<file path="config.mk">
export PLATFORM = sky130hd
export DESIGN_NAME = mpio_serial_hub
export DESIGN_NICKNAME = d
export VERILOG_FILES = /design/src/rtl/mpio_pkg.sv /design/src/rtl/mpio_addr_dec.sv /design/src/rtl/mpio_chan.sv /design/src/rtl/mpio_serial_hub.sv
export SDC_FILE = /design/constraint.sdc
export NUM_CORES = 1
export LEC_CHECK = 0
export BUFFER_PORTS_ARGS = -buffer_cell sky130_fd_sc_hd__buf_2
export CORE_MARGIN = 2
export CORE_UTILIZATION = 50
export CTS_BUF_LIST = sky130_fd_sc_hd__clkbuf_4 sky130_fd_sc_hd__clkbuf_8
export DETAILED_ROUTE_END_ITERATION = 16
export GPL_ROUTABILITY_DRIVEN = 0
export PLACE_DENSITY = 0.78
export SYNTH_ARGS = -nofsm -noshare
export SYNTH_HDL_FRONTEND = slang
export SYNTH_HIERARCHICAL = 1
export SYNTH_SLANG_ARGS = --single-unit
</file>
<file path="constraint.sdc">
create_clock -name clk -period 2.95 [get_ports clk]
set_input_delay 0.295 -clock clk [delete_from_list [all_inputs] [get_ports clk]]
set_output_delay 0.295 -clock clk [all_outputs]
set_load 0.01 [all_outputs]
</file>
<file path="src/rtl/mpio_pkg.sv">
package mpio_pkg;
  localparam int unsigned BYTE_W = 8;
  localparam logic [BYTE_W-1:0] CHAN_RESET_CMD = 8'h03;
  localparam logic [BYTE_W-1:0] FLOAT_BUS      = 8'hFF;
  localparam logic [BYTE_W-1:0] CODE_BS        = 8'h08;
  localparam logic [BYTE_W-1:0] CODE_DEL       = 8'h7F;

  // status address of channel ch; data address is the next one up
  function automatic logic [BYTE_W-1:0] stat_addr(input int unsigned ch);
    logic [BYTE_W-1:0] a;
    if (ch == 0)      a = 8'h10;
    else if (ch == 1) a = 8'h14;
    else if (ch == 2) a = 8'h16;
    else if (ch == 3) a = 8'h18;
    else              a = BYTE_W'(32'h20 + 2 * ch);
    return a;
  endfunction

  function automatic logic [BYTE_W-1:0] data_addr(input int unsigned ch);
    return stat_addr(ch) + 8'd1;
  endfunction

  // {tx ready, rx waiting} after reset
  function automatic logic [1:0] idle_status(input int unsigned ch);
    return (ch == 0) ? 2'b10 : 2'b00;
  endfunction

  function automatic logic [BYTE_W-1:0] rx_view(input logic [BYTE_W-1:0] c,
                                                input logic del_map,
                                                input logic upcase);
    logic [BYTE_W-1:0] r;
    r = c;
    if (del_map && c == CODE_BS)        r = CODE_DEL;
    else if (!del_map && c == CODE_DEL) r = CODE_BS;
    if (upcase && r >= 8'h61 && r <= 8'h7A) r = r - 8'h20;
    return r;
  endfunction

  function automatic logic [BYTE_W-1:0] tx_view(input logic [BYTE_W-1:0] c,
                                                input logic strip);
    return strip ? {1'b0, c[BYTE_W-2:0]} : c;
  endfunction
endpackage

</file>
<file path="src/rtl/mpio_addr_dec.sv">
module mpio_addr_dec
  import mpio_pkg::*;
#(
  parameter int unsigned N_CHAN = 4
) (
  input  logic [BYTE_W-1:0] addr,
  output logic [N_CHAN-1:0] st_hit,
  output logic [N_CHAN-1:0] dt_hit,
  output logic              any_hit
);
  for (genvar g = 0; g < N_CHAN; g++) begin : g_cmp
    assign st_hit[g] = (addr == stat_addr(g));
    assign dt_hit[g] = (addr == data_addr(g));
  end
  assign any_hit = |{st_hit, dt_hit};
endmodule

</file>
<file path="src/rtl/mpio_chan.sv">
module mpio_chan
  import mpio_pkg::*;
#(
  parameter int unsigned CH_IDX = 0
) (
  input  logic              clk,
  input  logic              rst_n,
  input  logic              st_hit,
  input  logic              dt_hit,
  input  logic              io_rd,
  input  logic              io_wr,
  input  logic [BYTE_W-1:0] io_wdata,
  input  logic              strip7,
  input  logic              rx_valid,
  input  logic [BYTE_W-1:0] rx_data,
  input  logic              tx_ready,
  output logic              tx_valid,
  output logic [BYTE_W-1:0] tx_data,
  output logic [1:0]        status,
  output logic [BYTE_W-1:0] rx_hold
);
  localparam logic [1:0] IDLE_ST = idle_status(CH_IDX);

  // named events
  logic cmd_reset, take_rx, put_tx;
  assign cmd_reset = io_wr && st_hit && (io_wdata == CHAN_RESET_CMD);
  assign take_rx   = io_rd && dt_hit;
  assign put_tx    = io_wr && dt_hit;

  logic rx_flag, tx_rdy, tx_pend, overrun;
  logic [BYTE_W-1:0] tx_q;

  always_ff @(posedge clk) begin
    if (!rst_n || cmd_reset) begin
      {tx_rdy, rx_flag} <= IDLE_ST;
      rx_hold <= '0;
      tx_pend <= 1'b0;
      tx_q    <= '0;
      overrun <= 1'b0;
    end else begin
      if (rx_valid) begin
        rx_hold <= rx_data;
        rx_flag <= 1'b1;
        if (rx_flag && !take_rx) overrun <= 1'b1;
      end else if (take_rx) begin
        rx_flag <= 1'b0;
      end
      if (put_tx) begin
        tx_q    <= tx_view(io_wdata, strip7);
        tx_pend <= 1'b1;
        tx_rdy  <= 1'b0;
      end else if (tx_ready) begin
        tx_pend <= 1'b0;
        tx_rdy  <= 1'b1;
      end
    end
  end

  assign status   = {tx_rdy, rx_flag};
  assign tx_valid = tx_pend;
  assign tx_data  = tx_q;

  a_r4_cmd_reset: assert property (@(posedge clk) disable iff (!rst_n)
    cmd_reset |=> (status == IDLE_ST && rx_hold == '0 && !tx_valid));
  a_r5_read_clears: assert property (@(posedge clk) disable iff (!rst_n)
    (take_rx && !rx_valid && !cmd_reset) |=> !status[0]);
  a_r6_arrival_held: assert property (@(posedge clk) disable iff (!rst_n)
    (rx_valid && !cmd_reset) |=> (status[0] && rx_hold == $past(rx_data)));
  a_r6_overrun_seen: assert property (@(posedge clk) disable iff (!rst_n)
    (rx_valid && status[0] && !take_rx && !cmd_reset) |=> overrun);
  a_r9_strip: assert property (@(posedge clk) disable iff (!rst_n)
    (put_tx && strip7 && !cmd_reset) |=> !tx_data[BYTE_W-1]);
  a_r10_write_busy: assert property (@(posedge clk) disable iff (!rst_n)
    (put_tx && !cmd_reset) |=> (tx_valid && !status[1]));
  a_r10_hold: assert property (@(posedge clk) disable iff (!rst_n)
    (tx_valid && !tx_ready && !put_tx && !cmd_reset) |=> (tx_valid && $stable(tx_data)));
  a_r10_busy_not_ready: assert property (@(posedge clk) disable iff (!rst_n)
    tx_valid |-> !status[1]);
endmodule

</file>
<file path="src/rtl/mpio_serial_hub.sv">
module mpio_serial_hub
  import mpio_pkg::*;
#(
  parameter int unsigned N_CHAN = 4,
  localparam int unsigned LANE_W = N_CHAN * BYTE_W
) (
  input  logic              clk,
  input  logic              rst_n,
  input  logic [BYTE_W-1:0] io_addr,
  input  logic              io_rd,
  input  logic              io_wr,
  input  logic [BYTE_W-1:0] io_wdata,
  output logic [BYTE_W-1:0] io_rdata,
  input  logic              mode_del_map,
  input  logic              mode_upcase,
  input  logic              mode_strip7,
  input  logic [N_CHAN-1:0] rx_valid,
  input  logic [LANE_W-1:0] rx_data,
  input  logic [N_CHAN-1:0] tx_ready,
  output logic [N_CHAN-1:0] tx_valid,
  output logic [LANE_W-1:0] tx_data
);
  logic [N_CHAN-1:0] st_hit, dt_hit;
  logic              any_hit;
  logic [1:0]        stat_v [N_CHAN];
  logic [BYTE_W-1:0] hold_v [N_CHAN];

  mpio_addr_dec #(.N_CHAN(N_CHAN)) dec_i (
    .addr(io_addr), .st_hit(st_hit), .dt_hit(dt_hit), .any_hit(any_hit)
  );

  for (genvar g = 0; g < N_CHAN; g++) begin : g_ch
    mpio_chan #(.CH_IDX(g)) ch_i (
      .clk(clk), .rst_n(rst_n),
      .st_hit(st_hit[g]), .dt_hit(dt_hit[g]),
      .io_rd(io_rd), .io_wr(io_wr), .io_wdata(io_wdata),
      .strip7(mode_strip7),
      .rx_valid(rx_valid[g]), .rx_data(rx_data[g*BYTE_W +: BYTE_W]),
      .tx_ready(tx_ready[g]), .tx_valid(tx_valid[g]),
      .tx_data(tx_data[g*BYTE_W +: BYTE_W]),
      .status(stat_v[g]), .rx_hold(hold_v[g])
    );
  end

  always_comb begin
    io_rdata = FLOAT_BUS;
    for (int i = 0; i < N_CHAN; i++) begin
      if (st_hit[i]) io_rdata = {6'b0, stat_v[i]};
      if (dt_hit[i]) io_rdata = rx_view(hold_v[i], mode_del_map, mode_upcase);
    end
  end

  a_r11_float_read: assert property (@(posedge clk) disable iff (!rst_n)
    (io_rd && !any_hit) |-> io_rdata == FLOAT_BUS);
  a_r2_single_decode: assert property (@(posedge clk) disable iff (!rst_n)
    $onehot0({st_hit, dt_hit}));
  a_r1_status_upper_zero: assert property (@(posedge clk) disable iff (!rst_n)
    (io_rd && |st_hit) |-> io_rdata[7:2] == 6'b0);
endmodule

</file>
==> impl_metrics.ini <==
[grt]
grt_pass1_vias = 4080
grt_first_pass_wirelength_um = 19300
grt_overflow = 0
grtUsageTotal_pct = 24.3
grt_max_degree = 24
antenna_found_initial = 0

[setup_path]
r2r_slack_ns = 2.16
cp-end-kind = output pin
reg2reg_depth = 2
arrival_ns = 2.62
crit_type = flop to output pin
r2r_start = g_ch[1].ch_i/rx_hold[7]$_SDFFE_PP0P_
startpoint_type = flop
required_ns = 2.65
r2r-end = g_ch[1].ch_i/rx_hold[7]$_SDFFE_PP0P_
cp_max_fo = 10

[detailed_routing]
drc_errors = 0
vias_per_cell = 6.04
wirelength_um = 12500
drtIter0Drc = 313
ant_nets = 0
vias = 4510
avgRoutedWirePerCell_um = 16.8
firstDrtPassIters = 5

[clocking]
htree_levels = 3
cts_tree = yes
clock_path_buffers = 2
root_buffer = clkbuf_8
clkSinkCount = 76
cts.clk_slew.worst_paths_ns = 0.08
cts_buffers = 9
clock_latency_ns = 0.35

[power_and_ir_drop]
power_frac_seq_pct = 47.1
fin_total_pwr_uw = 2370
power.share.combinational_pct = 12.2
clock_power_share_pct = 40.7
power_switching_uw = 620
peakVddDrop_mv = 0.225
p_int_uw = 1750
p_per_area_nw_per_um2 = 437
swShare_pct = 26.1
p_leak_uw = 0.00224

[timing]
maxSlewViolCount = 0
final_hold_viol_count = 0
fin_skew_ns = 0
fin_setup_tns_ns = 0
post-route-period-util_pct = 98.7
rsz0062_at_grt = true
whs_ns = 0.170
max_freq_mhz = 343
setup_viol = 0
relSlewSlack_pct = 67.3
worst_pin_slew_ns = 0.486
period_minus_slack_ns = 2.91

[synthesis]
synthCells = 525
syn_nets = 592
netlist_area_sq_um = 4430
synth_warnings = 6
syn_avg_cell_area_sq_um = 8.44

[final_layout]
fin_nets = 702
ff_latch_area_sq_um = 1540
nFillCells = 760
multi_input_area_sq_um = 2700
fin_cells = 747
drive_above_1_share_pct = 31.0
diodes = 0
area_growth_syn_to_layout_pct = 22.5
fin_area_sq_um = 5430

[placed_design]
dpl-instance-area_sq_um = 5040
io_buffer_count = 106
dpl.cell_count = 721
hpwlAfterDp_um = 9050

[die]
die_area_sq_um = 9640
die_h_um = 98.2
die_w_um = 98.2
coreArea_sq_um = 8680
ios = 107
start_util_pct = 51.1
placementRows = 34

[worst_hold_path]
whs_endpoint = g_ch[0].ch_i/rx_hold[4]$_SDFFE_PP0P_
min_from = rx_data[4]
hold_path.class = primary input to flop
min_path_cells = 3

[run_status]
status = finished clean

[job]
drv_cap = 0
registers in the layout (all words and copies together), names as in the netlist:
name and cells:
g_ch.ch_i/rx_flag 4, g_ch.ch_i/tx_valid 4, g_ch.ch_i/tx_data 32, g_ch.ch_i/rx_hold 32, g_ch.ch_i/tx_rdy 4
worst max-delay path by stage:
stage                                                     from          end  slack, ns  cells past startpoint
after floorplan                                     io_addr[5]  io_rdata[7]       0.04                      8
after global placement                              io_addr[5]  io_rdata[1]       0.11                     11
after detailed placement                            io_addr[5]  io_rdata[1]       0.03                     11
after CTS                                           io_addr[5]  io_rdata[1]       0.02                     11
after global routing                                io_addr[5]  io_rdata[1]      -0.05                     11
final                     g_ch[0].ch_i/rx_hold[4]$_SDFFE_PP0P_  io_rdata[6]       0.04                      7
worst max-delay path, cell delays in order (launching register included):
cell	delay [ns]
dfxtp_2	0.44
nand4_1	0.23
or3_1	0.45
a21oi_1	0.18
ha_1	0.24
and4_1	0.15
o311ai_1	0.36
buf_2	0.20
layer usage:
layer / GRT usage, % / vias to the layer above / wire (um)
met5: 0 / - / 0
met4: 10.3 / 0 / 369
met3: 4.72 / 39 / 933
met2: 39.7 / 231 / 5850
met1: 31.5 / 2078 / 5380
li1: - / 2162 / -
final cells by class:
class / count / share of cell area (%)
multi-input cells: 397 / 49.7
repair buffers: 136 / 14.1
flip-flops and latches: 76 / 28.3
clock inverters: 6 / 2.07
well taps: 108 / 2.49
clock buffers: 9 / 2.28
inverters: 15 / 1.04
layout by cell type, fill, tap and decap left out, drive strengths merged, types with 6 or more instances in the layout:
master	count
nor4b	8
nor4	7
nand3	35
nand2	53
a21oi	57
a31oi	7
o21ai	12
or4	7
nor3	8
and2	6
dfxtp	76
mux2i	32
nand2b	11
nor2	52
nand4b	12
o31ai	13
inv	16
clkbuf	9
a21o	8
buf	136
a211oi	6
per-stage QoR:
step,utilization (%),worst slack [ns]
3_3_place_gp,58.1,0.115
4_1_cts,60.9,0.0196
2_1_floorplan,-,0.0367
3_5_place_dp,58.1,0.0315
5_1_grt,62.6,-0.0534
6_report,62.6,0.0386
power groups by stage:
stage,sequential (uW),clock [uW],combinational [uW]
6_report,1120,966,289
5_1_grt,1120,1010,314
4_1_cts,1110,973,282
3_5_place_dp,1140,0,279
3_3_place_gp,1130,0,268
2_1_floorplan,1110,0,199
timing repair:
| action | in CTS | in global routing |
|---|---|---|
| hold buffers | 0 | 0 |
| setup buffers | 0 | 11 |
| endpoints found under the setup margin | 2 | 6 |
| pin swaps | 0 | 3 |
| resized for setup | 3 | 17 |
Power figures use the tool's default switching activity.
